<file path="src/rtl/mean_pkg.sv">
package mean_pkg;

  typedef enum logic [1:0] {
    ST_IDLE   = 2'd0,
    ST_ACCUM  = 2'd1,
    ST_DIVIDE = 2'd2,
    ST_FINISH = 2'd3
  } meanState_t;

  typedef struct packed {
    logic wrAllow;
    logic clrAcc;
    logic loadCnt;
    logic accEn;
    logic decCnt;
    logic divEn;
  } meanStrobes_t;

endpackage

</file>
<file path="src/rtl/mean_ctrl.sv">
module mean_ctrl
  import mean_pkg::*;
(
  input  logic         clk,
  input  logic         rstN,
  input  logic         start,
  input  logic         cntZero,
  output meanStrobes_t strobes,
  output logic         done
);

  meanState_t state, nextState;

  always_ff @(posedge clk or negedge rstN) begin
    if (!rstN) state <= ST_IDLE;
    else       state <= nextState;
  end

  always_comb begin
    nextState = state;
    case (state)
      ST_IDLE:   if (start)   nextState = ST_ACCUM;
      ST_ACCUM:  if (cntZero) nextState = ST_DIVIDE;
      ST_DIVIDE:              nextState = ST_FINISH;
      ST_FINISH: if (!start)  nextState = ST_IDLE;
      default:                nextState = ST_IDLE;
    endcase
  end

  always_comb begin
    strobes = '0;
    done    = 1'b0;
    case (state)
      ST_IDLE: begin
        strobes.wrAllow = 1'b1;
        strobes.clrAcc  = 1'b1;
        strobes.loadCnt = 1'b1;
      end
      ST_ACCUM: begin
        strobes.accEn  = 1'b1;
        strobes.decCnt = 1'b1;
      end
      ST_DIVIDE: strobes.divEn = 1'b1;
      ST_FINISH: done = 1'b1;
      default: ;
    endcase
  end

  // the last addition hands over to the divide cycle
  a_r4_accum_exit: assert property (@(posedge clk) disable iff (!rstN)
    (state == ST_ACCUM && cntZero) |=> (state == ST_DIVIDE));

  // done holds while start is held
  a_r5_done_hold: assert property (@(posedge clk) disable iff (!rstN)
    (done && start) |=> done);

  // done releases one edge after start drops
  a_r6_done_release: assert property (@(posedge clk) disable iff (!rstN)
    (done && !start) |=> !done);

  // at most one phase strobe active at a time
  a_r7_phase_exclusive: assert property (@(posedge clk) disable iff (!rstN)
    $onehot0({strobes.wrAllow, strobes.accEn, strobes.divEn, done}));

endmodule

</file>
<file path="src/rtl/mean_datapath.sv">
module mean_datapath
  import mean_pkg::*;
#(
  parameter int DATA_W   = 8,
  parameter int NUM_REGS = 4,
  localparam int ADDR_W  = $clog2(NUM_REGS),
  localparam int SUM_W   = DATA_W + ADDR_W
) (
  input  logic              clk,
  input  logic              rstN,
  input  meanStrobes_t      strobes,
  input  logic              wrEn,
  input  logic [ADDR_W-1:0] wrAddr,
  input  logic [DATA_W-1:0] wrData,
  output logic              cntZero,
  output logic [DATA_W-1:0] meanOut
);

  logic [DATA_W-1:0] regBank [NUM_REGS];
  logic [ADDR_W-1:0] idxCnt;
  logic [SUM_W-1:0]  accSum;
  logic [DATA_W-1:0] selVal;

  genvar gi;
  generate
    for (gi = 0; gi < NUM_REGS; gi++) begin : g_bank
      logic selWr;
      assign selWr = strobes.wrAllow && wrEn && (wrAddr == ADDR_W'(gi));
      always_ff @(posedge clk or negedge rstN) begin
        if (!rstN)      regBank[gi] <= '0;
        else if (selWr) regBank[gi] <= wrData;
      end

      // bank is frozen outside idle
      a_r7_bank_frozen: assert property (@(posedge clk) disable iff (!rstN)
        !strobes.wrAllow |=> $stable(regBank[gi]));
    end
  endgenerate

  always_ff @(posedge clk or negedge rstN) begin
    if (!rstN)               idxCnt <= ADDR_W'(NUM_REGS - 1);
    else if (strobes.loadCnt) idxCnt <= ADDR_W'(NUM_REGS - 1);
    else if (strobes.decCnt)  idxCnt <= idxCnt - 1'b1;
  end

  assign cntZero = (idxCnt == '0);
  assign selVal  = regBank[idxCnt];

  always_ff @(posedge clk or negedge rstN) begin
    if (!rstN)               accSum <= '0;
    else if (strobes.clrAcc) accSum <= '0;
    else if (strobes.accEn)  accSum <= accSum + {{ADDR_W{1'b0}}, selVal};
  end

  always_ff @(posedge clk or negedge rstN) begin
    if (!rstN)              meanOut <= '0;
    else if (strobes.divEn) meanOut <= accSum[SUM_W-1:ADDR_W];
  end

  // accumulation never wraps
  a_r8_no_overflow: assert property (@(posedge clk) disable iff (!rstN)
    strobes.accEn |=> (accSum >= $past(accSum)));

  // mean changes only in the divide cycle
  a_r5_mean_stable: assert property (@(posedge clk) disable iff (!rstN)
    !strobes.divEn |=> $stable(meanOut));

endmodule

</file>
<file path="src/rtl/mean_unit.sv">
module mean_unit
  import mean_pkg::*;
#(
  parameter int DATA_W   = 8,
  parameter int NUM_REGS = 4,
  localparam int ADDR_W  = $clog2(NUM_REGS)
) (
  input  logic              clk,
  input  logic              rstN,
  input  logic              start,
  input  logic              wrEn,
  input  logic [ADDR_W-1:0] wrAddr,
  input  logic [DATA_W-1:0] wrData,
  output logic [DATA_W-1:0] meanOut,
  output logic              done
);

  meanStrobes_t strobes;
  logic         cntZero;

  mean_ctrl u_ctrl (
    .clk     (clk),
    .rstN    (rstN),
    .start   (start),
    .cntZero (cntZero),
    .strobes (strobes),
    .done    (done)
  );

  mean_datapath #(
    .DATA_W   (DATA_W),
    .NUM_REGS (NUM_REGS)
  ) u_dp (
    .clk     (clk),
    .rstN    (rstN),
    .strobes (strobes),
    .wrEn    (wrEn),
    .wrAddr  (wrAddr),
    .wrData  (wrData),
    .cntZero (cntZero),
    .meanOut (meanOut)
  );

endmodule

</file>
<file path="config.mk">
export PLATFORM = sky130hd
export DESIGN_NAME = mean_unit
export DESIGN_NICKNAME = d
export VERILOG_FILES = /design/src/rtl/mean_pkg.sv /design/src/rtl/mean_ctrl.sv /design/src/rtl/mean_datapath.sv /design/src/rtl/mean_unit.sv
export SDC_FILE = /design/constraint.sdc
export NUM_CORES = 1
export LEC_CHECK = 0
export BUFFER_PORTS_ARGS = -buffer_cell sky130_fd_sc_hd__buf_4
export CAP_MARGIN = 20
export CORE_MARGIN = 4
export CORE_UTILIZATION = 60
export DETAILED_ROUTE_END_ITERATION = 10
export GPL_ROUTABILITY_DRIVEN = 0
export PLACE_DENSITY = 0.8
export SKIP_LAST_GASP = 1
export SLEW_MARGIN = 20
export SYNTH_ARGS = -nofsm -noshare
export SYNTH_HDL_FRONTEND = slang
export SYNTH_SLANG_ARGS = --single-unit
</file>
<file path="constraint.sdc">
create_clock -name clk -period 4.4 [get_ports clk]
set_input_delay 0 -clock clk [delete_from_list [all_inputs] [get_ports clk]]
set_output_delay 0 -clock clk [all_outputs]
set_load 0.01 [all_outputs]
</file>
## Word-level counts from Yosys, hierarchy flattened

Cells that the tools add are included.

- Output and inout bits: 9
- Memory bits (writable): 0
- Register bits: 54
- Memory bits (read-only): 0
- Memories kept: 0
- Bits of input ports: 14
- Word-level logic and storage cells: 47
- Bits in latches: 0

- Reductions and logical operators: 11
- Magnitude comparators: 1
- Shift operators: 0
- $add $sub $neg: 2
- Multipliers: 0
- Bitwise gates (word level): 1
- Equal/unequal tests: 9
- Multiplexer cells: 15
- Div/mod/pow operators: 0

Operators by type and width:

| kind | number |
|---|---|
| $mux 10 | 2 |
| $bmux 8 s2 | 1 |
| $mux 8 | 2 |
| $mux 2 | 6 |
| $add 10x8->10 | 1 |
| $eq 2x2->1 const B | 4 |
| $pmux 2 s4 | 1 |
| $logic_not 2->1 | 3 |
| $ne 2x2->1 const B | 3 |
| $logic_and 1x1->1 | 5 |
| $eq 2x1->1 const B | 2 |
| $reduce_bool 2->1 | 2 |
| $ge 3x3->1 const B | 1 |
| $mux 3 | 1 |
| $not 2->3 | 1 |
| $reduce_and 3->1 | 1 |
| $mux 1 | 2 |
| $sub 2x1->2 const B | 1 |

## Longest topological paths before layout

Gate-level depths: netlist of the first run.

- Depth after elaboration: 7
- Depth in mapped cells: 10
- Depth with buffers taken out: 9

## Modules after synthesis

A second synthesis of the first run with hierarchy kept.

- Cell total of the unflattened synthesis: 211
- Area total of the unflattened synthesis: 2,735.1 um^2

By module, submodules not included:

| module | times used | sequential area each (um^2) | area an instance (um^2) | cells an instance |
|---|---|---|---|---|
| mean_datapath | 1 | 1,303.8 | 2,553.7 | 194 |
| mean_ctrl | 1 | 50.0 | 181.4 | 17 |

## Worst setup path after synthesis of the first run

No wires, ideal clock.

- Path type: register to register
- From: register u_dp.idxCnt[0]
- To: register u_dp.accSum[8]
- Clock period less this slack: 2,718 ps
- Arrival: 2,591 ps
- Setup slack: 1,682 ps
- Stages on the path, launching flop included: 11
- Required time: 4,272 ps
- Library setup time: 128 ps
- Path buffers: 1
- Cells stage by stage: dfstp_2 > buf_2 > mux4_2 > ha_1 > inv_1 > fa_1 > nor2b_4 > o31a_1 > o21ai_2 > a31oi_1 > mux2_1

- Cells in the longest elaborated chain, start to end: 7

Ends and longest elaborated chain:

| element | RTL line | source |
|---|---|---|
| from (decl) | mean_datapath.sv:20 | `logic [ADDR_W-1:0] idxCnt;` |
| from (signal assigned) | mean_datapath.sv:41 | `if (!rstN) idxCnt <= ADDR_W'(NUM_REGS - 1);` |
| from (signal assigned) | mean_datapath.sv:42 | `else if (strobes.loadCnt) idxCnt <= ADDR_W'(NUM_REGS - 1);` |
| from (signal assigned) | mean_datapath.sv:43 | `else if (strobes.decCnt) idxCnt <= idxCnt - 1'b1;` |
| $not 2->3 (implied by the code) | mean_datapath.sv:47 | `assign selVal = regBank[idxCnt];` |
| $bmux 8 s2 | mean_datapath.sv:47 |  |
| $mux 8 (implied by the code) (2 in a row) | mean_datapath.sv:47 |  |
| $add 10x8->10 | mean_datapath.sv:52 | `else if (strobes.accEn) accSum <= accSum + {{ADDR_W{1'b0}}, selVal};` |
| $mux 10 | mean_datapath.sv:52 |  |
| $mux 10 | mean_datapath.sv:51 | `else if (strobes.clrAcc) accSum <= '0;` |
| to (signal assigned) | mean_datapath.sv:52 |  |
| to (decl) | mean_datapath.sv:21 | `logic [SUM_W-1:0] accSum;` |

No other way between the ends. The select of a mux whose other input is x is not followed.
A chain may end at the register's enable or synchronous reset.

## Final worst setup path of the first run

Ends and elaborated chain as after synthesis.

==> results of run 1 <==
-- how the worst min path moves through the flow --
| stage | slack, ns | endpoint | startpoint | cells after the start |
|---|---|---|---|---|
| after floorplan | -0.30 | u_ctrl.state[0] | rstN | 0 |
| final | 0.11 | u_ctrl.state[0] | start | 4 |
| after CTS | 0.1 | u_ctrl.state[0] | start | 4 |
| after global placement | 0.08 | u_dp.meanOut[1] | rstN | 1 |
| after global routing | 0.14 | u_ctrl.state[0] | start | 4 |
| after detailed placement | 0.08 | u_dp.meanOut[1] | rstN | 1 |
-- critical path, stage by stage, from the launching register on --
cell	delay (ns)
dfstp_2	0.73
mux4_2	0.55
ha_1	0.20
inv_1	0.07
fa_1	0.23
nor2b_4	0.06
o31a_1	0.26
o21ai_2	0.17
a31oi_1	0.13
mux2_1	0.32
-- power by group through the flow --
| stage | Clock (mW) | Combinational, mW | Sequential (mW) |
|---|---|---|---|
| CTS | 0.353 | 0.988 | 0.860 |
| global route | 0.372 | 1.10 | 0.886 |
| global placement | 0 | 0.947 | 0.863 |
| floorplan | 0 | 0.804 | 0.811 |
| finish | 0.344 | 0.985 | 0.859 |
| detailed placement | 0 | 0.974 | 0.869 |
-- Yosys cell counts, types with 2 or more instances --
cell	number
mux2_2	42
or3_1	3
ha_1	13
nor2b_1	2
nand2_1	7
a211oi_1	2
a21oi_1	6
xnor2_1	3
dfrtp_1	52
dfstp_2	2
nand2b_1	2
mux4_2	8
nand4_1	2
o21a_1	2
mux2i_1	3
o211ai_1	3
nor3_1	3
buf_2	2
inv_1	10
o21ai_0	5
clkbuf_1	2
nor2_1	17
nand3_1	2
buf_1	2
-- metrics by stage --
| stage | total power, mW | setup slack, ns | hold WS [ns] | util [%] |
|---|---|---|---|---|
| floorplan | 1.62 | 1.68 | -0.296 | - |
| global placement | 1.81 | 1.62 | 0.0822 | 66.6 |
| detailed placement | 1.84 | 1.57 | 0.0834 | 66.6 |
| CTS | 2.20 | 1.53 | 0.0987 | 71.3 |
| global route | 2.36 | 1.39 | 0.138 | 71.3 |
| finish | 2.19 | 1.56 | 0.105 | 71.3 |
-- sequential cells by signal (all words and copies together) (netlist names) --
register,flops
u_dp.regBank,32
u_dp.accSum,10
u_dp.meanOut,8
u_ctrl.state,2
u_dp.idxCnt,2
-- layout make-up --
class                   count  area share [%]
inverters                  10            1.21
clock buffers               7            2.78
clock inverters             1           0.967
repair buffers             31            8.22
well taps                  52            2.10
multi-input cells         138            41.1
flip-flops and latches     54            43.6
-- per-layer routing --
metal / wire, um / GRT usage [%]
met3: 203 / 4.01
met2: 2310 / 30.9
met5: 0 / 0
met1: 2190 / 26.8
met4: 62 / 6.52
-- kinds of logic (layout without fill, tap and decap cells) --
| group | Yosys count | after routing |
|---|---|---|
| muxes | 54 | 54 |
| DFF | 54 | 54 |
| buffers and inverters | 16 | 49 |
| AOI/OAI and AO/OA | 25 | 25 |
| xor gates and xnor gates | 3 | 3 |
| and+or+nand+nor | 42 | 42 |
| adders and majority gates | 14 | 14 |
==> impl_metrics.py, run 1 <==
metrics = {
    "clocking": {
        "clkLatencyLatePin_ns": 0.31,
        "cts.sinks": 54,
        "clk_path_buf_depth": 2,
        "cts_setup_buffers": 0,
        "cts_tree": "done",
        "clk_pin_slew_ns": 0.09,
        "cts-hold-fix-buffers": 9,
        "cts.htree.levels": 2,
        "clock-root-buffer": "clkbuf_8",
        "cts_resized": 0,
        "cts_made_buffers": 5,
    },
    "synth": {
        "netlist_area_um2": 2690,
        "netlist_instances": 208,
        "ys_async_sr_fraction_pct": 100,
        "syn_area_per_cell_um2": 13.0,
        "synth.net_count": 236,
        "synth-edff-count": 0,
        "synth_top_family_by_area": "multiplexers",
        "synth.mux.area_fraction_pct": 25.8,
        "ys_ff_latch": 54,
        "ys_seq_area_share_pct": 50.3,
        "synthXorXnorAreaFrac_pct": 0.975,
        "synth-compound-area-share_pct": 6.08,
        "yosys.area_share.simple_pct": 7.80,
        "synth.distinct_cells": 37,
        "yosysTopAreaCell": "dfrtp_1",
        "synth_ff_type": "dfrtp_1",
        "synth_fa_ha_area_share_pct": 6.78,
        "ys_warn_count": 0,
        "synth_top_area_share_pct": 48.3,
        "ys_top_cells_by_area": "dfrtp_1, mux2_2, mux4_2, ha_1, nor2_1",
    },
    "worst_setup_path": {
        "critPathCapture": "u_dp.accSum[8]",
        "cp-end-kind": "register",
        "critPathLaunchType": "register",
        "crit_type": "register to register",
        "worstPathArrival_ns": 3.03,
        "required_ns": 4.60,
        "cp-startpoint": "u_dp.idxCnt[0]",
        "rr_worst_depth": 9,
        "reg2reg_setup_slack_ns": 1.56,
        "reg2reg_from": "u_dp.idxCnt[0]",
        "worstPathMaxFanout": 10,
        "reg2reg_to": "u_dp.accSum[8]",
    },
    "global_route": {
        "grt_usage_pct": 19.4,
        "grt_pass1_vias": 1692,
        "grt_max_degree": 55,
        "grt_pass1_wl_mm": 8.11,
        "grt.overflow.total": 0,
        "antenna_found_initial": 0,
    },
    "timing": {
        "setup_viol": 0,
        "fin_crit_sh_pct": 64.5,
        "rsz0062_at_grt": "no",
        "worst_pin_slew_ns": 0.715,
        "hold_viol_final": 0,
        "maxSlewViolCount": 0,
        "max_freq_mhz": 352,
        "min_period_ns": 2.84,
        "max_slew_margin_pct": 52.4,
        "clock_skew_ns": 0.00253,
        "tns_ns": 0,
    },
    "detailed_routing": {
        "via_per_inst": 5.74,
        "firstDrtPassIters": 4,
        "wl_mm": 4.77,
        "drc": 0,
        "drt_iter0_drc": 139,
        "routedWlPerCell_um": 16.3,
        "ant_nets": 0,
        "via_count": 1682,
    },
    "floorplanning": {
        "die_w_um": 75.0,
        "core_area_um2": 4350,
        "die_h_um": 75.0,
        "io_pins": 23,
        "std_cell_rows": 24,
        "die_area_um2": 5630,
        "start_util_pct": 61.9,
    },
    "layout": {
        "antenna_cells": 0,
        "final_cell_area_um2": 3110,
        "final_cell_mix": "dfrtp_1, mux2_2, buf_4, nor2_1, ha_1",
        "final_common_cell": "dfrtp_1",
        "regArea_um2": 1350,
        "syn2layout_area_growth_pct": 15.3,
        "design.final.nets": 268,
        "drive_gt1_share_pct": 35.7,
        "fill_cells": 287,
        "fin_cells": 293,
        "multiInputGateArea_um2": 1280,
    },
    "power_and_ir_drop": {
        "vdd_ir_drop_max_v": 0.000313,
        "p_leak_nw": 1.44,
        "p_comb_share_pct": 45.0,
        "clkPwrFrac_pct": 15.7,
        "p_seq_share_pct": 39.3,
        "internal_power_mw": 1.43,
        "switchingPower_uw": 753,
        "p_sw_share_pct": 34.4,
        "power_density_nw_per_um2": 704,
    },
    "run": {
        "drv_cap": 0,
    },
    "place": {
        "dp_hpwl_mm": 3.20,
        "placed_area_um2": 2900,
        "portBuffers": 22,
        "dp_cells": 276,
    },
    "outcome": {
        "status": "complete, no violations",
    },
    "worst_hold_path": {
        "min_path_type": "input port to register",
    },
}
Note: power is estimated with default switching activity, not from simulation.
==> run 2: changes to the inputs <==
--- a/config.mk
+++ b/config.mk
@@ -8,10 +8,10 @@
 export BUFFER_PORTS_ARGS = -buffer_cell sky130_fd_sc_hd__buf_4
 export CAP_MARGIN = 20
 export CORE_MARGIN = 4
-export CORE_UTILIZATION = 60
+export CORE_UTILIZATION = 53
 export DETAILED_ROUTE_END_ITERATION = 10
 export GPL_ROUTABILITY_DRIVEN = 0
-export PLACE_DENSITY = 0.8
+export PLACE_DENSITY = 0.75
 export SKIP_LAST_GASP = 1
 export SLEW_MARGIN = 20
 export SYNTH_ARGS = -nofsm -noshare
==> constraint.sdc (replaced) <==
create_clock -name clk -period 2.4 [get_ports clk]
set_input_delay 0 -clock clk [delete_from_list [all_inputs] [get_ports clk]]
set_output_delay 0 -clock clk [all_outputs]
set_load 0.01 [all_outputs]
==> impl_metrics.py, run 2 (synthesis gave the netlist of run 1 again) <==
metrics = {
    "floorplanning": {
        "die_h_um": 79.3,
        "start_util_pct": 55.9,
        "std_cell_rows": 25,
        "die_area_um2": 6290,
        "die_w_um": 79.3,
        "io_pins": 23,
        "core_area_um2": 4820,
    },
    "place": {
        "placed_area_um2": 3070,
        "portBuffers": 22,
        "dp_hpwl_mm": 3.50,
    },
    "layout": {
        "design.final.nets": 288,
        "antenna_cells": 0,
        "fin_util_pct": 69.9,
        "largest_reg_flops": 32,
        "final_common_cell": "dfrtp_1",
        "syn2layout_area_growth_pct": 25.0,
        "fill_cells": 359,
        "largestRegisters": "u_dp.regBank (32), u_dp.accSum (10), u_dp.meanOut (8)",
        "final_cell_mix": "dfrtp_1, mux2_2, buf_4, nor2_1, ha_1",
        "regMostFlops": "u_dp.regBank",
        "final_cell_area_um2": 3370,
        "drive_gt1_share_pct": 44.1,
    },
    "outcome": {
        "violations": "setup timing",
        "status": "finished with violations",
    },
    "clocking": {
        "clk_path_buf_depth": 2,
        "cts_tree": "done",
        "clkLatencyLatePin_ns": 0.31,
        "clock-root-buffer": "clkbuf_8",
        "cts_made_buffers": 5,
        "clk_pin_slew_ns": 0.10,
        "cts.sinks": 54,
        "cts.htree.levels": 2,
    },
    "detailed_routing": {
        "firstDrtPassIters": 4,
        "routedWlPerCell_um": 15.3,
        "drt_iter0_drc": 79,
        "ant_nets": 0,
        "drc": 0,
        "wl_mm": 5.02,
        "via_count": 1756,
        "via_per_inst": 5.35,
    },
    "power_and_ir_drop": {
        "power_density_nw_per_um2": 1350,
        "vdd_ir_drop_max_v": 0.000691,
        "total_power_mw": 4.53,
        "p_leak_nw": 1.56,
    },
    "worst_hold_path": {
        "min_path_type": "input port to register",
    },
    "worst_setup_path": {
        "worstPathArrival_ns": 2.80,
        "required_ns": 2.61,
        "critPathLaunchType": "register",
        "worstPathMaxFanout": 4,
        "cp-end-kind": "register",
        "crit_type": "register to register",
    },
    "timing": {
        "fin_crit_sh_pct": 108,
        "clock_skew_ns": 0.00586,
        "hold_viol_final": 0,
        "rsz0062_at_grt": "yes",
        "worst_pin_slew_ns": 0.672,
        "max_freq_mhz": 386,
        "min_period_ns": 2.59,
        "maxSlewViolCount": 0,
        "timing.hold.ws_ns": 0.124,
        "setup_viol": 6,
        "max_slew_margin_pct": 55.2,
        "fin_ws_ns": -0.193,
    },
    "global_route": {
        "grt_max_degree": 55,
        "grt_usage_pct": 17.9,
        "grt_pass1_wl_mm": 8.72,
        "antenna_found_initial": 0,
        "grt_pass1_vias": 1822,
        "grt.overflow.total": 0,
    },
    "run": {
        "drv_cap": 0,
    },
}
-- run 2: metrics by stage --
stage / cells / setup TNS (ns) / setup slack, ns
after global placement: 308 / -0.346 / -0.162
after detailed placement: 308 / -0.715 / -0.231
final: 328 / -0.737 / -0.193
after global routing: 328 / -1.35 / -0.274
after CTS: 326 / -0.761 / -0.202
after floorplan: 208 / -0.281 / -0.183
-- run 2: power by group --
| group | leakage (nW) | internal [mW] | switching (mW) |
|---|---|---|---|
| clock network | 0.0714 | 0.445 | 0.305 |
| logic | 0.806 | 1.26 | 0.954 |
| registers | 0.678 | 1.31 | 0.252 |
-- run 2: cell type report --
class                           instances  area [um^2]  share of cell area [%]
Sequential cell                        54         1350                    40.2
Clock inverter                          2         60.1                    1.78
Timing Repair Buffer                   51          422                    12.5
Tap cell                               67         83.8                    2.49
Clock buffer                            6         82.6                    2.45
Inverter                               10         37.5                    1.11
Multi-Input combinational cell        138         1330                    39.4
-- run 2: repair_timing --
action	4_1_cts	5_1_grt
pin swaps	2	3
hold endpoints to repair	84	0
hold buffers	9	0
resized for setup	5	4
setup endpoints to repair	6	7
cloned	0	0
buffers inserted	1	2
-- run 2: path summary, 6_finish.rpt --
path                                   from               end  slack, ns  cells past startpoint
setup / recovery             u_dp.idxCnt[0]    u_dp.accSum[8]      -0.19                      9
hold / removal                        start   u_ctrl.state[0]       0.12                      4
setup reg to reg             u_dp.idxCnt[0]    u_dp.accSum[8]      -0.19                      9
hold reg to reg            u_dp.regBank[14]  u_dp.regBank[14]       0.51                      1
max in group asynchronous              rstN   u_dp.meanOut[1]       1.69                      2
min in group asynchronous              rstN    u_dp.accSum[1]       0.26                      2
-- run 2: routing by layer --
layer	track usage, %	vias to the layer above	part of all wire [%]
li1	-	853	-
met1	25.3	855	49
met2	28.2	41	46
met3	3.06	7	3.7
met4	5.67	0	1.3
met5	0	-	0
-- run 2: worst max-delay path: stages (launching register included) --
cell,delay [ns]
dfstp_2,0.63
mux4_2,0.56
ha_4,0.19
inv_2,0.05
fa_2,0.22
nor2b_4,0.05
o31a_1,0.26
o21ai_2,0.14
a31oi_1,0.10
mux2_1,0.31
==> run 3: changes to the inputs <==
--- a/config.mk
+++ b/config.mk
@@ -8,10 +8,10 @@
 export BUFFER_PORTS_ARGS = -buffer_cell sky130_fd_sc_hd__buf_4
 export CAP_MARGIN = 20
 export CORE_MARGIN = 4
-export CORE_UTILIZATION = 53
+export CORE_UTILIZATION = 59
 export DETAILED_ROUTE_END_ITERATION = 10
 export GPL_ROUTABILITY_DRIVEN = 0
-export PLACE_DENSITY = 0.75
+export PLACE_DENSITY = 0.79
 export SKIP_LAST_GASP = 1
 export SLEW_MARGIN = 20
 export SYNTH_ARGS = -nofsm -noshare
==> constraint.sdc (replaced) <==
create_clock -name clk -period 2.79 [get_ports clk]
set_input_delay 0 -clock clk [delete_from_list [all_inputs] [get_ports clk]]
set_output_delay 0 -clock clk [all_outputs]
set_load 0.01 [all_outputs]
==> impl_metrics.py, run 3 (synthesis gave the netlist of run 1 again) <==
metrics = {
    "timing": {
        "maxSlewViolCount": 0,
        "hold_viol_final": 0,
        "setup_viol": 0,
        "max_slew_margin_pct": 50.8,
        "max_freq_mhz": 367,
        "clock_skew_ns": 0.00394,
        "rsz0062_at_grt": "yes",
        "min_period_ns": 2.73,
        "worst_pin_slew_ns": 0.734,
        "fin_crit_sh_pct": 97.7,
    },
    "run": {
        "drv_cap": 0,
    },
    "layout": {
        "antenna_cells": 0,
        "largestRegisters": "u_dp.regBank (32), u_dp.accSum (10), u_dp.meanOut (8)",
        "fill_cells": 291,
        "regMostFlops": "u_dp.regBank",
        "design.final.nets": 272,
        "drive_gt1_share_pct": 38.8,
        "final_cell_mix": "dfrtp_1, mux2_2, buf_4, nor2_1, ha_1",
        "final_common_cell": "dfrtp_1",
        "final_cell_area_um2": 3150,
        "syn2layout_area_growth_pct": 17.0,
        "largest_reg_flops": 32,
    },
    "clocking": {
        "clk_pin_slew_ns": 0.09,
        "cts_tree": "done",
        "clk_path_buf_depth": 2,
        "clkLatencyLatePin_ns": 0.31,
        "clock-root-buffer": "clkbuf_8",
        "cts_made_buffers": 5,
        "cts.htree.levels": 2,
        "cts.sinks": 54,
    },
    "detailed_routing": {
        "wl_mm": 4.91,
        "via_per_inst": 5.80,
        "drc": 0,
        "routedWlPerCell_um": 16.5,
        "firstDrtPassIters": 4,
        "ant_nets": 0,
        "drt_iter0_drc": 111,
        "via_count": 1723,
    },
    "worst_setup_path": {
        "worstPathMaxFanout": 6,
        "cp_cell_sequence": "mux4_2, ha_2, inv_2, fa_2, nor2b_4, o31a_1, o21ai_2, a31oi_1, mux2_1",
        "crit_type": "register to register",
        "crit_slowest_cell": "dfstp_2",
        "worstPathArrival_ns": 2.92,
        "cp-end-kind": "register",
        "slowest_delay_ns": 0.65,
        "critPathLaunchType": "register",
        "required_ns": 2.98,
    },
    "floorplanning": {
        "io_pins": 23,
        "die_h_um": 75.6,
        "die_w_um": 75.6,
        "std_cell_rows": 24,
        "start_util_pct": 61.4,
        "core_area_um2": 4380,
        "die_area_um2": 5710,
    },
    "place": {
        "dp_hpwl_mm": 3.37,
        "placed_area_um2": 2920,
        "portBuffers": 22,
    },
    "power_and_ir_drop": {
        "p_leak_nw": 1.45,
        "power_density_nw_per_um2": 1120,
        "total_power_mw": 3.52,
        "vdd_ir_drop_max_v": 0.000531,
    },
    "global_route": {
        "grt.overflow.total": 0,
        "grt_max_degree": 55,
        "grt_pass1_vias": 1723,
        "antenna_found_initial": 0,
        "grt_pass1_wl_mm": 8.29,
        "grt_usage_pct": 19.7,
    },
    "outcome": {
        "status": "complete, no violations",
    },
    "worst_hold_path": {
        "min_path_type": "input port to register",
    },
}
-- run 3: routing by layer --
| metal | track usage (%) | vias to the layer above | part of all wire [%] |
|---|---|---|---|
| li1 | - | 821 | - |
| met1 | 27.0 | 865 | 46 |
| met2 | 30.8 | 30 | 49 |
| met3 | 4.88 | 7 | 4.0 |
| met4 | 6.99 | 0 | 1.1 |
| met5 | 0 | - | 0 |
-- run 3: worst paths after layout --
path / start / endpoint / slack, ns / depth (start not counted)
max reg2reg: u_dp.idxCnt[0] / u_dp.accSum[8] / 0.06 / 9
min in group asynchronous: rstN / u_dp.meanOut[1] / 0.27 / 2
min: start / u_ctrl.state[0] / 0.12 / 4
min reg2reg: u_dp.regBank[4] / u_dp.regBank[4] / 0.51 / 1
max in group asynchronous: rstN / u_dp.regBank[31] / 2.09 / 2
max: u_dp.idxCnt[0] / u_dp.accSum[8] / 0.06 / 9
-- run 3: cell type report --
class	count	area [um^2]	share of cell area (%)
clock buffers	6	72.6	2.30
clock inverters	2	37.5	1.19
inverters	10	37.5	1.19
multi-input cells	138	1300	41.2
flip-flops and latches	54	1350	43.0
well taps	52	65.1	2.06
repair buffers	35	285	9.05
-- run 3: repair_timing --
item / in CTS / in global routing
resized for setup: 0 / 5
endpoints found under the hold margin: 84 / 0
setup buffers: 0 / 1
hold buffers: 9 / 0
setup endpoints to repair: 0 / 2
-- run 3: report_power, final --
part           internal [mW]  switching [mW]  leakage, nW
clock                  0.268           0.252       0.0514
combinational          0.893           0.766        0.723
sequential              1.13           0.215        0.678
-- run 3: per-stage QoR --
step | setup TNS [ns] | utilization (%) | cells | worst slack, ns | hold WS, ns
6_report | 0 | 71.9 | 297 | 0.0640 | 0.117
2_1_floorplan | 0 | - | 208 | 0.0719 | -0.296
3_3_place_gp | 0 | 66.6 | 279 | 0.144 | 0.0806
3_5_place_dp | 0 | 66.6 | 279 | 0.0651 | 0.0790
5_1_grt | -0.0165 | 71.9 | 297 | -0.0165 | 0.117
4_1_cts | 0 | 71.2 | 296 | 0.0424 | 0.100
-- run 3: critical path: cells and delay by family (launching register included) --
family                     cells  cell delay, ns
adders and majority gates      2            0.42
DFF                            1            0.65
AOI/OAI and AO/OA              3            0.57
muxes                          2            0.85
buffers and inverters          1            0.06
and+or+nand+nor                1            0.05
